## config.mk

```make
export PLATFORM = sky130hd
export DESIGN_NAME = line_sig_loss_mon
export DESIGN_NICKNAME = d
export VERILOG_FILES = /design/src/rtl/lsl_pkg.sv /design/src/rtl/lsl_zero_run.sv /design/src/rtl/lsl_density_win.sv /design/src/rtl/lsl_alarm_ctl.sv /design/src/rtl/line_sig_loss_mon.sv
export SDC_FILE = /design/constraint.sdc
export NUM_CORES = 1
export LEC_CHECK = 0
export ABC_AREA = 1
export BUFFER_PORTS_ARGS = -buffer_cell sky130_fd_sc_hd__buf_2
export CORE_ASPECT_RATIO = 1.1
export CORE_MARGIN = 2
export CORE_UTILIZATION = 53
export DETAILED_ROUTE_END_ITERATION = 8
export HOLD_SLACK_MARGIN = 0.12
export PLACE_DENSITY = 0.8
export SYNTH_ARGS = -nofsm -noshare
export SYNTH_HDL_FRONTEND = slang
export SYNTH_SLANG_ARGS = --single-unit
```

## constraint.sdc

```tcl
create_clock -name clk -period 1.85 [get_ports clk]
set_input_delay 0.37 -clock clk [delete_from_list [all_inputs] [get_ports clk]]
set_output_delay 0.37 -clock clk [all_outputs]
set_load 0.005 [all_outputs]
```

## src/rtl/lsl_pkg.sv

```systemverilog
`timescale 1ns/1ps
// Package: shared defaults and the line-mode type for the loss-of-signal detector.
// Assumes the threshold values fit inside a window of LSL_WIN_LEN samples.
package lsl_pkg;
    localparam int LSL_RUN_LEN  = 175;  // zeros needed to declare loss
    localparam int LSL_WIN_LEN  = 175;  // samples per recovery window
    localparam int LSL_DS3_ONES = 58;   // about one third of the window
    localparam int LSL_E3_ONES  = 44;   // about one quarter of the window

    typedef enum logic {
        MODE_DS3 = 1'b0,
        MODE_E3  = 1'b1
    } line_mode_e;
endpackage

```

## src/rtl/lsl_zero_run.sv

```systemverilog
`timescale 1ns/1ps
// Module: lsl_zero_run
// Counts consecutive zero samples on the raw line with a saturating counter.
// run_done is high while the sample at the coming edge completes or extends
// a run of RUN_LEN zeros.
// Assumes RUN_LEN >= 2.
module lsl_zero_run #(
    parameter int RUN_LEN = 175
) (
    input  logic clk,
    input  logic rst_n,
    input  logic line_bit,
    output logic run_done
);
    localparam int RUN_W = $clog2(RUN_LEN + 1);
    localparam logic [RUN_W-1:0] RUN_MAX  = RUN_W'(RUN_LEN);
    localparam logic [RUN_W-1:0] RUN_LAST = RUN_W'(RUN_LEN - 1);

    logic [RUN_W-1:0] zrun_q;

    // Purpose: reset on a one, count zeros, hold at RUN_MAX.
    always_ff @(posedge clk) begin
        if (!rst_n) begin
            zrun_q <= '0;
        end else if (line_bit) begin
            zrun_q <= '0;
        end else if (zrun_q != RUN_MAX) begin
            zrun_q <= zrun_q + 1'b1;
        end
    end

    // Purpose: flag that this zero completes (or extends) the loss run.
    always_comb begin
        run_done = !line_bit && (zrun_q >= RUN_LAST);
    end

    assert_run_bounded_R4: assert property (@(posedge clk) disable iff (!rst_n)
        zrun_q <= RUN_MAX);

    assert_one_clears_R3: assert property (@(posedge clk) disable iff (!rst_n)
        line_bit |=> (zrun_q == '0));
endmodule

```

## src/rtl/lsl_density_win.sv

```systemverilog
`timescale 1ns/1ps
// Module: lsl_density_win
// While active, splits the samples into back-to-back windows of WIN_LEN and
// counts the ones. On the last sample of a window it raises win_end, and it
// raises win_pass if the total meets the threshold of the current mode.
// Counters rest at zero while inactive and restart after every window.
// Assumes DS3_ONES and E3_ONES are at most WIN_LEN.
module lsl_density_win
    import lsl_pkg::*;
#(
    parameter int WIN_LEN  = 175,
    parameter int DS3_ONES = 58,
    parameter int E3_ONES  = 44
) (
    input  logic       clk,
    input  logic       rst_n,
    input  logic       active,
    input  logic       line_bit,
    input  line_mode_e mode,
    output logic       win_end,
    output logic       win_pass
);
    localparam int WCNT_W = $clog2(WIN_LEN);
    localparam int ONES_W = $clog2(WIN_LEN + 1);
    localparam logic [WCNT_W-1:0] WIN_LAST = WCNT_W'(WIN_LEN - 1);
    localparam logic [ONES_W:0]   THR_DS3  = (ONES_W + 1)'(DS3_ONES);
    localparam logic [ONES_W:0]   THR_E3   = (ONES_W + 1)'(E3_ONES);

    logic [WCNT_W-1:0] wcnt_q;
    logic [ONES_W-1:0] ones_q;
    logic [ONES_W:0]   total;
    logic [ONES_W:0]   thr;

    // Purpose: pick the threshold and judge the window on its last sample.
    always_comb begin
        thr      = (mode == MODE_E3) ? THR_E3 : THR_DS3;
        total    = {1'b0, ones_q} + {{ONES_W{1'b0}}, line_bit};
        win_end  = active && (wcnt_q == WIN_LAST);
        win_pass = win_end && (total >= thr);
    end

    // Purpose: advance the window position and the ones count.
    always_ff @(posedge clk) begin
        if (!rst_n || !active || win_end) begin
            wcnt_q <= '0;
            ones_q <= '0;
        end else begin
            wcnt_q <= wcnt_q + 1'b1;
            ones_q <= ones_q + {{(ONES_W-1){1'b0}}, line_bit};
        end
    end

    assert_win_bounded_R5: assert property (@(posedge clk) disable iff (!rst_n)
        wcnt_q <= WIN_LAST);

    assert_idle_rest_R5: assert property (@(posedge clk) disable iff (!rst_n)
        !active |=> (wcnt_q == '0 && ones_q == '0));

    assert_fresh_window_R8: assert property (@(posedge clk) disable iff (!rst_n)
        win_end |=> (ones_q == '0));
endmodule

```

## src/rtl/lsl_alarm_ctl.sv

```systemverilog
`timescale 1ns/1ps
// Module: lsl_alarm_ctl
// Holds the loss-of-signal alarm. A finished zero run sets it and takes
// priority. A passing window end clears it. A registered pulse marks each
// transition for status latching.
// Assumes win_end and win_pass are only high while the alarm is set.
module lsl_alarm_ctl (
    input  logic clk,
    input  logic rst_n,
    input  logic run_done,
    input  logic win_end,
    input  logic win_pass,
    output logic alarm,
    output logic change
);
    logic alarm_q, alarm_d, change_q;

    // Purpose: next alarm value, set before clear.
    always_comb begin
        if (run_done)
            alarm_d = 1'b1;
        else if (alarm_q && win_end && win_pass)
            alarm_d = 1'b0;
        else
            alarm_d = alarm_q;
    end

    // Purpose: register the alarm and its transition pulse.
    always_ff @(posedge clk) begin
        if (!rst_n) begin
            alarm_q  <= 1'b0;
            change_q <= 1'b0;
        end else begin
            alarm_q  <= alarm_d;
            change_q <= (alarm_d != alarm_q);
        end
    end

    assign alarm  = alarm_q;
    assign change = change_q;

    assert_rise_cause_R2: assert property (@(posedge clk) disable iff (!rst_n)
        $rose(alarm_q) |-> $past(run_done));

    assert_fall_cause_R5: assert property (@(posedge clk) disable iff (!rst_n)
        $fell(alarm_q) |-> $past(win_end && win_pass));

    assert_change_pulse_R9: assert property (@(posedge clk) disable iff (!rst_n)
        change_q |-> (alarm_q != $past(alarm_q)));

    assert_change_missing_R9: assert property (@(posedge clk) disable iff (!rst_n)
        (alarm_q != $past(alarm_q)) |-> change_q);
endmodule

```

## src/rtl/line_sig_loss_mon.sv

```systemverilog
`timescale 1ns/1ps
// Module: line_sig_loss_mon (top)
// Loss-of-signal monitor on the raw line stream. A long zero run sets the
// alarm. A window with enough ones, judged against the DS3 or E3 threshold,
// clears it.
// Assumes one line sample per clock and a synchronous active-low reset.
module line_sig_loss_mon
    import lsl_pkg::*;
#(
    parameter int RUN_LEN  = LSL_RUN_LEN,
    parameter int WIN_LEN  = LSL_WIN_LEN,
    parameter int DS3_ONES = LSL_DS3_ONES,
    parameter int E3_ONES  = LSL_E3_ONES
) (
    input  logic clk,
    input  logic rst_n,
    input  logic line_bit,
    input  logic mode_e3,
    output logic los_alarm,
    output logic los_change
);
    line_mode_e mode_sel;
    logic       run_done;
    logic       win_end;
    logic       win_pass;
    logic       alarm;

    // Purpose: map the mode pin onto the mode type.
    always_comb begin
        mode_sel = mode_e3 ? MODE_E3 : MODE_DS3;
    end

    lsl_zero_run #(.RUN_LEN(RUN_LEN)) u_zero_run (
        .clk      (clk),
        .rst_n    (rst_n),
        .line_bit (line_bit),
        .run_done (run_done)
    );

    lsl_density_win #(
        .WIN_LEN  (WIN_LEN),
        .DS3_ONES (DS3_ONES),
        .E3_ONES  (E3_ONES)
    ) u_density_win (
        .clk      (clk),
        .rst_n    (rst_n),
        .active   (alarm),
        .line_bit (line_bit),
        .mode     (mode_sel),
        .win_end  (win_end),
        .win_pass (win_pass)
    );

    lsl_alarm_ctl u_alarm_ctl (
        .clk      (clk),
        .rst_n    (rst_n),
        .run_done (run_done),
        .win_end  (win_end),
        .win_pass (win_pass),
        .alarm    (alarm),
        .change   (los_change)
    );

    assign los_alarm = alarm;

    assert_no_window_idle_R5: assert property (@(posedge clk) disable iff (!rst_n)
        !alarm |-> !win_end);
endmodule

```

==> flow_summary.toml <==
[run_status]
status = "completed"

[clock_tree]
cts_sinks = 26
clock_latency_ns = 0.32
cts_inserted_buffers = 3
cts_max_path_buffers = 2
cts_hold_buf = 0
clock-root-buffer = "clkbuf_4"
htree_levels = 1
clk_pin_slew_ns = 0.13
cts_tree = "done"

[finish]
final_cell_mix = "32 x nand2_1, 25 x dfxtp_1, 24 x nor2_1"
seq_area_um2 = 522
multi_input_area_um2 = 702
n_antenna_cell = 0
n_fill_cell = 192
fin_util_pct = 65.4
layout_commonest_cell = "nand2_1"
final_area_um2 = 1490
layout-drive-gt1-share_pct = 18.6
areaGrowthSynthToFinish_pct = 15.8
nNetsFinal = 202

[yosys]
synth-edff-count = 0
async_flop_share_pct = 0
syn_nets = 183
seq_area_frac_synth_pct = 40.5
ys_warn_count = 0
synth_seq_cells = 26
synth.distinct_cells = 27
syn_avg_cell_area_um2 = 7.56
ys.flop_type = "dfxtp_1"
syn_inst = 170
syn_area_um2 = 1280

[global_routing]
grt_util_met1_pct = 20.6
overflow = 0
grt_antenna_before_repair = 0
grt_first_pass_wirelength_um = 4100
grt_max_degree = 17
met2_usage_pct = 32.7
track_usage_pct = 18.3
use_met3_pct = 4.30
busiest_layer = "met2"
grt_pass1_vias = 1085

[run]
cap_viol_max_count = 0

[timing]
skew_ns = 0.00316
slew_headroom_pct = 77.1
rsz0062_at_grt = "true"
slew_violations = 0
period_share_pct = 99.3
whs_ns = 0.432
setup_ws_ns = 0.0137
period_needed_ns = 1.84
hold_viol = 0
setup_violations = 0
worst_slew_pin_slew_ns = 0.344
fmax_mhz = 545

[worst_setup_path]
cp-start-kind = "flop"
cpMostUsedCell = "nand2_1"
crit_slowest_cell = "dfxtp_2"
crit_path_cell_trace = "ha_4 > ha_4 > nand2_4 > o21bai_1 > o21ai_2 > inv_1 > ha_1 > o21ai_1 > nor2_1 > nand2_1 > nand2_1 > nand2_1 > nand2_2 > nand2_1 > a21oi_2"
crit_fanout = 4
critical_path_class = "reg -> reg"
slowest_delay_ns = 0.35
required_ns = 2.12
end_kind = "flop"
cp.arrival_ns = 2.10

[placement]
globalplace.congestion = 0.799
dpl.hpwl_um = 1750
pre_cts_slack_ns = -0.211
portBuffers = 5
place_area_um2 = 1410

[power]
p_per_area_nw_per_um2 = 587
finalPower_mw = 0.874
power.leakage_nw = 0.629
ir_drop_mv = 0.668

[routing]
avgViaCountPerCell = 4.92
antenna_left = 0
first_pass_iters = 4
drtIter0Drc = 21
avgRoutedWirePerCell_um = 10.6
drc_errors = 0
wl_um = 2310
vias = 1072

[floorplanning]
die_y_um = 55.6
pin_count = 6
rows = 18
core_um2 = 2270
die_w_um = 50.9
die_area_um2 = 2830
floorplan.initialDensity_pct = 56.5

[hold_path]
hp-class = "in -> reg"
==> power breakdown <==
group	internal [mW]	switching, mW
registers	0.562	0.00324
logic	0.0114	0.0154
clock network	0.120	0.161
total	0.694	0.180
==> what timing repair did <==
action	4_1_cts	5_1_grt
pin swaps	3	1
hold endpoints to repair	0	0
gates resized for setup	3	4
endpoints found under the setup margin	1	2
setup buffers	1	1
==> per-stage QoR <==
step / cells / TNS [ns]
global placement: 212 / -0.206
CTS: 217 / 0
floorplan: 170 / 0
global route: 218 / -0.176
detailed placement: 212 / -0.360
finish: 218 / 0
==> per-layer routing <==
layer  up-vias  routed length (um)
li1        579                   -
met1       477                1100
met2        11                1120
met3         5                  70
met4         0                  29
met5         -                   0
==> cells by family (layout without fill, tap and decap cells) <==
kind of cell,count (synthesis),in the layout,share of synthesized area [%]
AOI/OAI and AO/OA,21,21,9.25
xor gates and xnor gates,6,6,4.09
adders and majority gates,9,9,8.76
buffers and inverters,25,43,7.89
DFF,26,26,40.5
and+or+nand+nor,83,83,29.5
==> cells in the mapped netlist (3+ instances only) <==
cell type  count  area [um^2]
ha_1           9          113
xnor2_1        4         35.0
nor3_1         3         15.0
nand2_1       33          124
o21ai_0        5         25.0
nand3_1        6         30.0
nor3b_1        3         22.5
nor2_1        25         93.8
nand4_1        3         18.8
inv_1         23         86.3
a21oi_1       11         55.1
dfxtp_1       26          521
==> worst max-delay path: cells and delay by family, from the launching register on <==
family / cells / cell delay [ns]
buffers and inverters: 1 / 0.06
DFF: 1 / 0.35
adders and majority gates: 3 / 0.59
and+or+nand+nor: 7 / 0.47
AOI/OAI and AO/OA: 4 / 0.31
==> registers in the layout (all words and copies together), names as in the netlist <==
register              count
u_density_win.ones_q      8
u_density_win.wcnt_q      8
u_zero_run.zrun_q         8
u_alarm_ctl.alarm         1
u_alarm_ctl.change        1
==> layout make-up <==
class / count / share of cell area [%]
timing repair buffer: 15 / 6.73
multi-input combinational: 119 / 47.2
tap: 30 / 2.52
inverter: 24 / 6.06
sequential: 26 / 35.1
clock buffer: 4 / 2.44
==> path summary, 6_finish.rpt <==
| kind | from | end | slack (ns) | cells past startpoint |
|---|---|---|---|---|
| min | rst_n | u_alarm_ctl.change$_SDFF_PN0_ | 0.43 | 3 |
| max reg2reg | u_density_win.ones_q[0]$_SDFF_PP0_ | u_alarm_ctl.change$_SDFF_PN0_ | 0.01 | 15 |
| min reg2reg | u_density_win.wcnt_q[0]$_SDFF_PP0_ | u_density_win.wcnt_q[0]$_SDFF_PP0_ | 0.49 | 1 |
| max | u_density_win.ones_q[0]$_SDFF_PP0_ | u_alarm_ctl.change$_SDFF_PN0_ | 0.01 | 15 |
Note: power is estimated with default switching activity, not from simulation.
